### src/rtl/morse_pkg.sv
package morse_pkg;
  localparam int SYM_MAX = 4;
  localparam int LEN_W   = 3;

  typedef enum logic [1:0] {ST_IDLE, ST_ON, ST_GAP} morse_st_e;

  typedef struct packed {
    logic [LEN_W-1:0]   len;
    logic [SYM_MAX-1:0] pat;  // bit0 first, 1 = dash
  } morse_code_t;

  function automatic morse_code_t letter_code(input logic [2:0] sel);
    morse_code_t c;
    case (sel)
      3'd0:    c = '{len: 3'd2, pat: 4'b0010};
      3'd1:    c = '{len: 3'd4, pat: 4'b0001};
      3'd2:    c = '{len: 3'd4, pat: 4'b0101};
      3'd3:    c = '{len: 3'd3, pat: 4'b0001};
      3'd4:    c = '{len: 3'd1, pat: 4'b0000};
      3'd5:    c = '{len: 3'd4, pat: 4'b0100};
      3'd6:    c = '{len: 3'd3, pat: 4'b0011};
      default: c = '{len: 3'd4, pat: 4'b0000};
    endcase
    return c;
  endfunction
endpackage

### src/rtl/morse_tick.sv
module morse_tick #(
  parameter int DIV = 4
) (
  input  logic clk_i,
  input  logic rst_ni,
  input  logic run_i,
  output logic tick_o
);
  localparam int W = (DIV > 1) ? $clog2(DIV) : 1;
  localparam logic [W-1:0] LAST = W'(DIV - 1);

  logic [W-1:0] cnt_q;

  always_ff @(posedge clk_i or negedge rst_ni) begin
    if (!rst_ni)           cnt_q <= '0;
    else if (!run_i)       cnt_q <= '0;
    else if (cnt_q == LAST) cnt_q <= '0;
    else                   cnt_q <= cnt_q + 1'b1;
  end

  assign tick_o = run_i && (cnt_q == LAST);
endmodule

### src/rtl/morse_shreg.sv
module morse_shreg #(
  parameter int N = 4
) (
  input  logic         clk_i,
  input  logic         rst_ni,
  input  logic         load_i,
  input  logic         shift_i,
  input  logic [N-1:0] d_i,
  output logic         head_o
);
  logic [N-1:0] q;

  always_ff @(posedge clk_i or negedge rst_ni) begin
    if (!rst_ni)      q <= '0;
    else if (load_i)  q <= d_i;
    else if (shift_i) q <= {1'b0, q[N-1:1]};
  end

  assign head_o = q[0];
endmodule

### src/rtl/morse_len.sv
module morse_len #(
  parameter int W = 3
) (
  input  logic         clk_i,
  input  logic         rst_ni,
  input  logic         load_i,
  input  logic         dec_i,
  input  logic [W-1:0] d_i,
  output logic [W-1:0] cnt_o,
  output logic         last_o
);
  logic [W-1:0] cnt_q;

  always_ff @(posedge clk_i or negedge rst_ni) begin
    if (!rst_ni)                    cnt_q <= '0;
    else if (load_i)                cnt_q <= d_i;
    else if (dec_i && cnt_q != '0)  cnt_q <= cnt_q - 1'b1;
  end

  assign cnt_o  = cnt_q;
  assign last_o = (cnt_q == W'(1));
endmodule

### src/rtl/morse_fsm.sv
module morse_fsm
  import morse_pkg::*;
(
  input  logic       clk_i,
  input  logic       rst_ni,
  input  logic       start_i,
  input  logic       first_dash_i,
  input  logic       head_i,
  input  logic       last_i,
  input  logic       tick_i,
  output logic       load_o,
  output logic       shift_o,
  output logic       dec_o,
  output logic       run_o,
  output logic       lamp_o,
  output morse_st_e  st_o,
  output logic [1:0] unit_o
);
  morse_st_e  st_q, st_d;
  logic [1:0] unit_q, unit_d;

  always_comb begin
    st_d    = st_q;
    unit_d  = unit_q;
    load_o  = 1'b0;
    shift_o = 1'b0;
    dec_o   = 1'b0;
    unique case (st_q)
      ST_IDLE: if (start_i) begin
        load_o = 1'b1;
        st_d   = ST_ON;
        unit_d = first_dash_i ? 2'd3 : 2'd1;
      end
      ST_ON: if (tick_i) begin
        if (unit_q == 2'd1) begin
          shift_o = 1'b1;
          dec_o   = 1'b1;
          st_d    = last_i ? ST_IDLE : ST_GAP;
          unit_d  = 2'd0;
        end else begin
          unit_d = unit_q - 2'd1;
        end
      end
      ST_GAP: if (tick_i) begin
        st_d   = ST_ON;
        unit_d = head_i ? 2'd3 : 2'd1;  // head already shifted to next symbol
      end
      default: st_d = ST_IDLE;
    endcase
  end

  always_ff @(posedge clk_i or negedge rst_ni) begin
    if (!rst_ni) begin
      st_q   <= ST_IDLE;
      unit_q <= '0;
    end else begin
      st_q   <= st_d;
      unit_q <= unit_d;
    end
  end

  assign run_o  = (st_q != ST_IDLE);
  assign lamp_o = (st_q == ST_ON);
  assign st_o   = st_q;
  assign unit_o = unit_q;
endmodule

### src/rtl/morse_tx.sv
module morse_tx
  import morse_pkg::*;
#(
  parameter int CLK_HZ  = 50_000_000,
  parameter int TICK_HZ = 2
) (
  input  logic       clk_i,
  input  logic       rst_ni,
  input  logic       start_i,
  input  logic [2:0] letter_i,
  output logic       lamp_o
);
  localparam int DIV = (CLK_HZ / TICK_HZ > 0) ? CLK_HZ / TICK_HZ : 1;

  morse_code_t      code;
  logic             load, shift, dec, run, tick, head, last;
  logic [LEN_W-1:0] len_cnt;
  logic [1:0]       unit_cnt;
  morse_st_e        st;

  assign code = letter_code(letter_i);

  morse_tick #(.DIV(DIV)) u_tick (
    .clk_i(clk_i), .rst_ni(rst_ni), .run_i(run), .tick_o(tick)
  );

  morse_shreg #(.N(SYM_MAX)) u_pat (
    .clk_i(clk_i), .rst_ni(rst_ni), .load_i(load), .shift_i(shift),
    .d_i(code.pat), .head_o(head)
  );

  morse_len #(.W(LEN_W)) u_len (
    .clk_i(clk_i), .rst_ni(rst_ni), .load_i(load), .dec_i(dec),
    .d_i(code.len), .cnt_o(len_cnt), .last_o(last)
  );

  morse_fsm u_fsm (
    .clk_i(clk_i), .rst_ni(rst_ni), .start_i(start_i),
    .first_dash_i(code.pat[0]), .head_i(head), .last_i(last), .tick_i(tick),
    .load_o(load), .shift_o(shift), .dec_o(dec), .run_o(run),
    .lamp_o(lamp_o), .st_o(st), .unit_o(unit_cnt)
  );
endmodule

### config.mk
export PLATFORM = sky130hd
export DESIGN_NAME = morse_tx
export DESIGN_NICKNAME = d
export VERILOG_FILES = /design/src/rtl/morse_pkg.sv /design/src/rtl/morse_tick.sv /design/src/rtl/morse_shreg.sv /design/src/rtl/morse_len.sv /design/src/rtl/morse_fsm.sv /design/src/rtl/morse_tx.sv
export SDC_FILE = /design/constraint.sdc
export NUM_CORES = 1
export LEC_CHECK = 0
export BUFFER_PORTS_ARGS = -buffer_cell sky130_fd_sc_hd__clkbuf_2
export CORE_MARGIN = 3
export CORE_UTILIZATION = 37
export DETAILED_ROUTE_END_ITERATION = 8
export GPL_ROUTABILITY_DRIVEN = 1
export PLACE_DENSITY_LB_ADDON = 0.25
export SKIP_CTS_REPAIR_TIMING = 1
export SYNTH_ARGS = -nofsm -noshare
export SYNTH_HDL_FRONTEND = slang
export SYNTH_SLANG_ARGS = --single-unit
### constraint.sdc
create_clock -name clk_i -period 4.25 [get_ports clk_i]
set_input_delay 0.2125 -clock clk_i [delete_from_list [all_inputs] [get_ports clk_i]]
set_output_delay 0.2125 -clock clk_i [all_outputs]
set_load 0.01 [all_outputs]
==> summary.md <==
| Metric | Value |
|---|---|
| Status | completed |
| Synth Area per Inst | 9.67 sq um |
| Detailed Route WL | roughly 3700 microns |
| IO Port Bufs | 6 |
| Count of pins over their slew limit | 0 |
| Util after Layout | 42.3% |
| Global-route usage over all layers | about an eighth |
| Nets | between 200 and 250 |
| Num ports | 7 |
| Design Area, Final | roughly 2200 sq um |
| XOR/XNOR Fraction of Synth Area | 10.4% |
| Main combinational cell family by area after synthesis | simple AND/OR/NAND/NOR gates |
| Worst-path clk slew | roughly 70 ps |
| Largest net degree at the start of global routing | 36 |
| Chip width | ~80 microns |
| Top cells by area, synth | dfrtp_1, xor2_1, nor2_1 |
| Ratio of cells with drive above 1 in the final layout | 9.26% |
| Gate power share | 29.1% |
| Starting Density | 38.8% |
| Setup crit start kind | register |
| Clock latency on the worst-skew pair | ~290 ps |
| Post-synth EDFFs | 0 |
| Setup-failing EPs final | 0 |
| Non-Filler Instances | roughly 290 |
| Yosys top cell by area | dfrtp_1 |
| Hold Fails Final Rpt | 0 |
| Crit path arrival time | 2670 ps |
| First-pass DRT Iterations | 4 |
| Routed Antenna Nets | 0 |
| Worst slack at placement | ~1700 ps |
| Synthesized flop and latch total | 35 |
| Clock Skews | 3.72 ps |
| FMAX | between 0.3 and 0.4 GHz |
| CTS Buf Count | 5 |
| Simple-gate area share of the yosys netlist | 26.7% |
| Core ar. | 5200 sq um |
| Sequential fraction of design power | 44.7% |
| Multi-input logic area | about 1100 sq um |
| Static leakage | ~0.96 nW |
| Crit end category | register |
| NetSw | 0.000315 W |
| Pwr per Cell Area | ~420 nW/um^2 |
| CTS tree | built |
| Vias in the first global route | 1399 |
| Antenna diodes | 0 |
| Int Pwr | 0.000615 W |
| Clk sinks | 35 |
| Final worst path period share | about three fifths |
| Maximum vdd ir drop | 0.000147 V |
| Flip-flop and latch area | about 880 sq um |
| Ys flop type | dfrtp_1 |
| Critical path class | register to register |
| Die Area | 6390 sq um |
| Post-Synthesis Cell Area | between 2000 and 2500 sq um |
| DR vias | 1431 |
| Rows | 26 |
| Yosys warns | 0 |
| GRT overflow | 0 |
| Worst-Margin Slew | approximately 1100 ps |
| Routability cong. | 0.740 |
| Yosys top cell area share | 43.3% |
| Fillers | 516 |
| Register area share after synthesis | 43.3% |
| Slew margin rel. | 26.8% |
| Synth Area in Compound Gates | 7.24% |
| Clk Tree Root Cell | clkbuf_8 |
| Fin Setup TNS | 0 ps |
| CTS Buffer Depth | 2 |
| Mux cell area share after synthesis | 3.59% |
| Hold crit path type | input pin to asynchronous set/reset pin |
| DRC viols | 0 |
| Placed insts | 279 |
| Netlist cell types | 43 |
| Die height | 79.9 microns |
| Clock power share | 26.2% |
| First-pass GRT wire length | 6320 microns |
| Crit path max fanout | 25 |
| WP data required | 4390 ps |
| Area growth from synthesis to layout | 8.85% |
| DR vias/cell | 5.00 |
| Wire length per cell | approximately 13 microns |
| Syn_nets | between 200 and 250 |
| Placed Area | 2110 sq um |
| First DRT Iteration DRCs | 60 |
| Initial antenna violation count | 0 |
| RSZ-0062 raised after global routing | no |
| Post-synthesis adder-cell area fraction | 5.57% |
| DPL Wire Length | 2590 microns |
| H-Tree Depth | 2 |
| Post-synthesis cell count | 209 |
| Min Tclk post-route | ~2500 ps |
| Final WS setup | between 1500 and 2000 ps |
| Sw frac | 33.9% |
| Max-cap violations | 0 |
| Asr flop ratio synth | 100% |
## cell families after synthesis
logic type	after synthesis
flip-flops	35
multiplexers	7
XOR/XNOR	24
AND/OR/NAND/NOR	97
AO/OA/AOI/OAI	21
buffers and inverters	16
adder cells (fa/ha/maj)	9
## layout by cell type (no fill, tap or decap), types with 2 or more instances in the layout
master	synthesis	final
or4_1	3	3
nand3_1	11	11
nand4b_1	2	2
and2_1	3	3
and3_1	5	5
nand4_1	7	7
xnor2_1	7	7
nand2_1	12	12
o21ai_1	3	3
dfrtp_1	35	35
nor2b_1	5	5
clkbuf_8	0	6
o211ai_1	6	6
a21oi_1	4	4
mux2i_1	5	5
clkbuf_2	0	6
or3_1	2	2
inv_1	10	10
nor3_1	4	4
ha_1	9	9
nor2_1	32	32
xor2_1	17	17
## path summary, 6_finish.rpt
path	start	end	slack, ps	cells after the start
hold reg to reg	u_tick.cnt_q[0]	u_tick.cnt_q[0]	510	1
setup / recovery	u_tick.cnt_q[0]	u_tick.cnt_q[14]	1710	6
hold / removal	rst_ni	u_fsm.st_o[1]	30	1
min in group clk_i	letter_i[2]	u_pat.q[2]	290	3
max in group asynchronous	rst_ni	u_tick.cnt_q[21]	3670	1
setup reg to reg	u_tick.cnt_q[0]	u_tick.cnt_q[14]	1710	6
## stage by stage
stage	total power [W]	hold WS, ps
2_1_floorplan	0.000635	-83.1
3_3_place_gp	0.000694	380
3_5_place_dp	0.000698	381
4_1_cts	0.000943	69.2
5_1_grt	0.00100	101
6_report	0.000930	32.2
## state kept, by name, indices dropped and copies added, names as in the netlist
signal        cells
u_tick.cnt_q     25
u_len.cnt_o       3
u_fsm.unit_o      2
u_fsm.st_o        2
u_pat.q           3
## routing by layer
metal	wire length (microns)	track usage, %	vias up
met5	0	0	-
met4	55	4.56	0
met3	107	4.06	6
met2	1730	20.0	12
met1	1810	16.4	677
li1	-	-	736
## Yosys cell counts, types with 4 or more instances
cell type / n
nor2b_1: 5
inv_1: 10
xor2_1: 17
nor2_1: 32
o211ai_1: 6
a21oi_1: 4
dfrtp_1: 35
and3_1: 5
nand2_1: 12
ha_1: 9
nand4_1: 7
xnor2_1: 7
nor3_1: 4
mux2i_1: 5
nand3_1: 11
## worst max-delay path: stages (launching register included)
cell	delay (ps)
dfrtp_1	400
ha_1	230
nand2_1	130
nor2_1	530
and3_1	290
or2_1	670
nor2_1	120
## power groups by stage
| stage | registers [W] | clock network [W] | logic [W] |
|---|---|---|---|
| finish | 0.000416 | 0.000243 | 0.000271 |
| global route | 0.000421 | 0.000268 | 0.000311 |
| CTS | 0.000415 | 0.000251 | 0.000276 |
| detailed placement | 0.000422 | 0 | 0.000276 |
| global placement | 0.000422 | 0 | 0.000272 |
| floorplan | 0.000414 | 0 | 0.000221 |
## layout make-up
type	count	share of cell area, %
sequential	35	39.8
timing repair buffer	6	1.36
clock buffer	6	3.75
clock inverter	1	0.227
inverter	10	1.71
multi-input combinational	158	49.2
tap	70	3.98
Note: power is estimated with default switching activity, not from simulation.
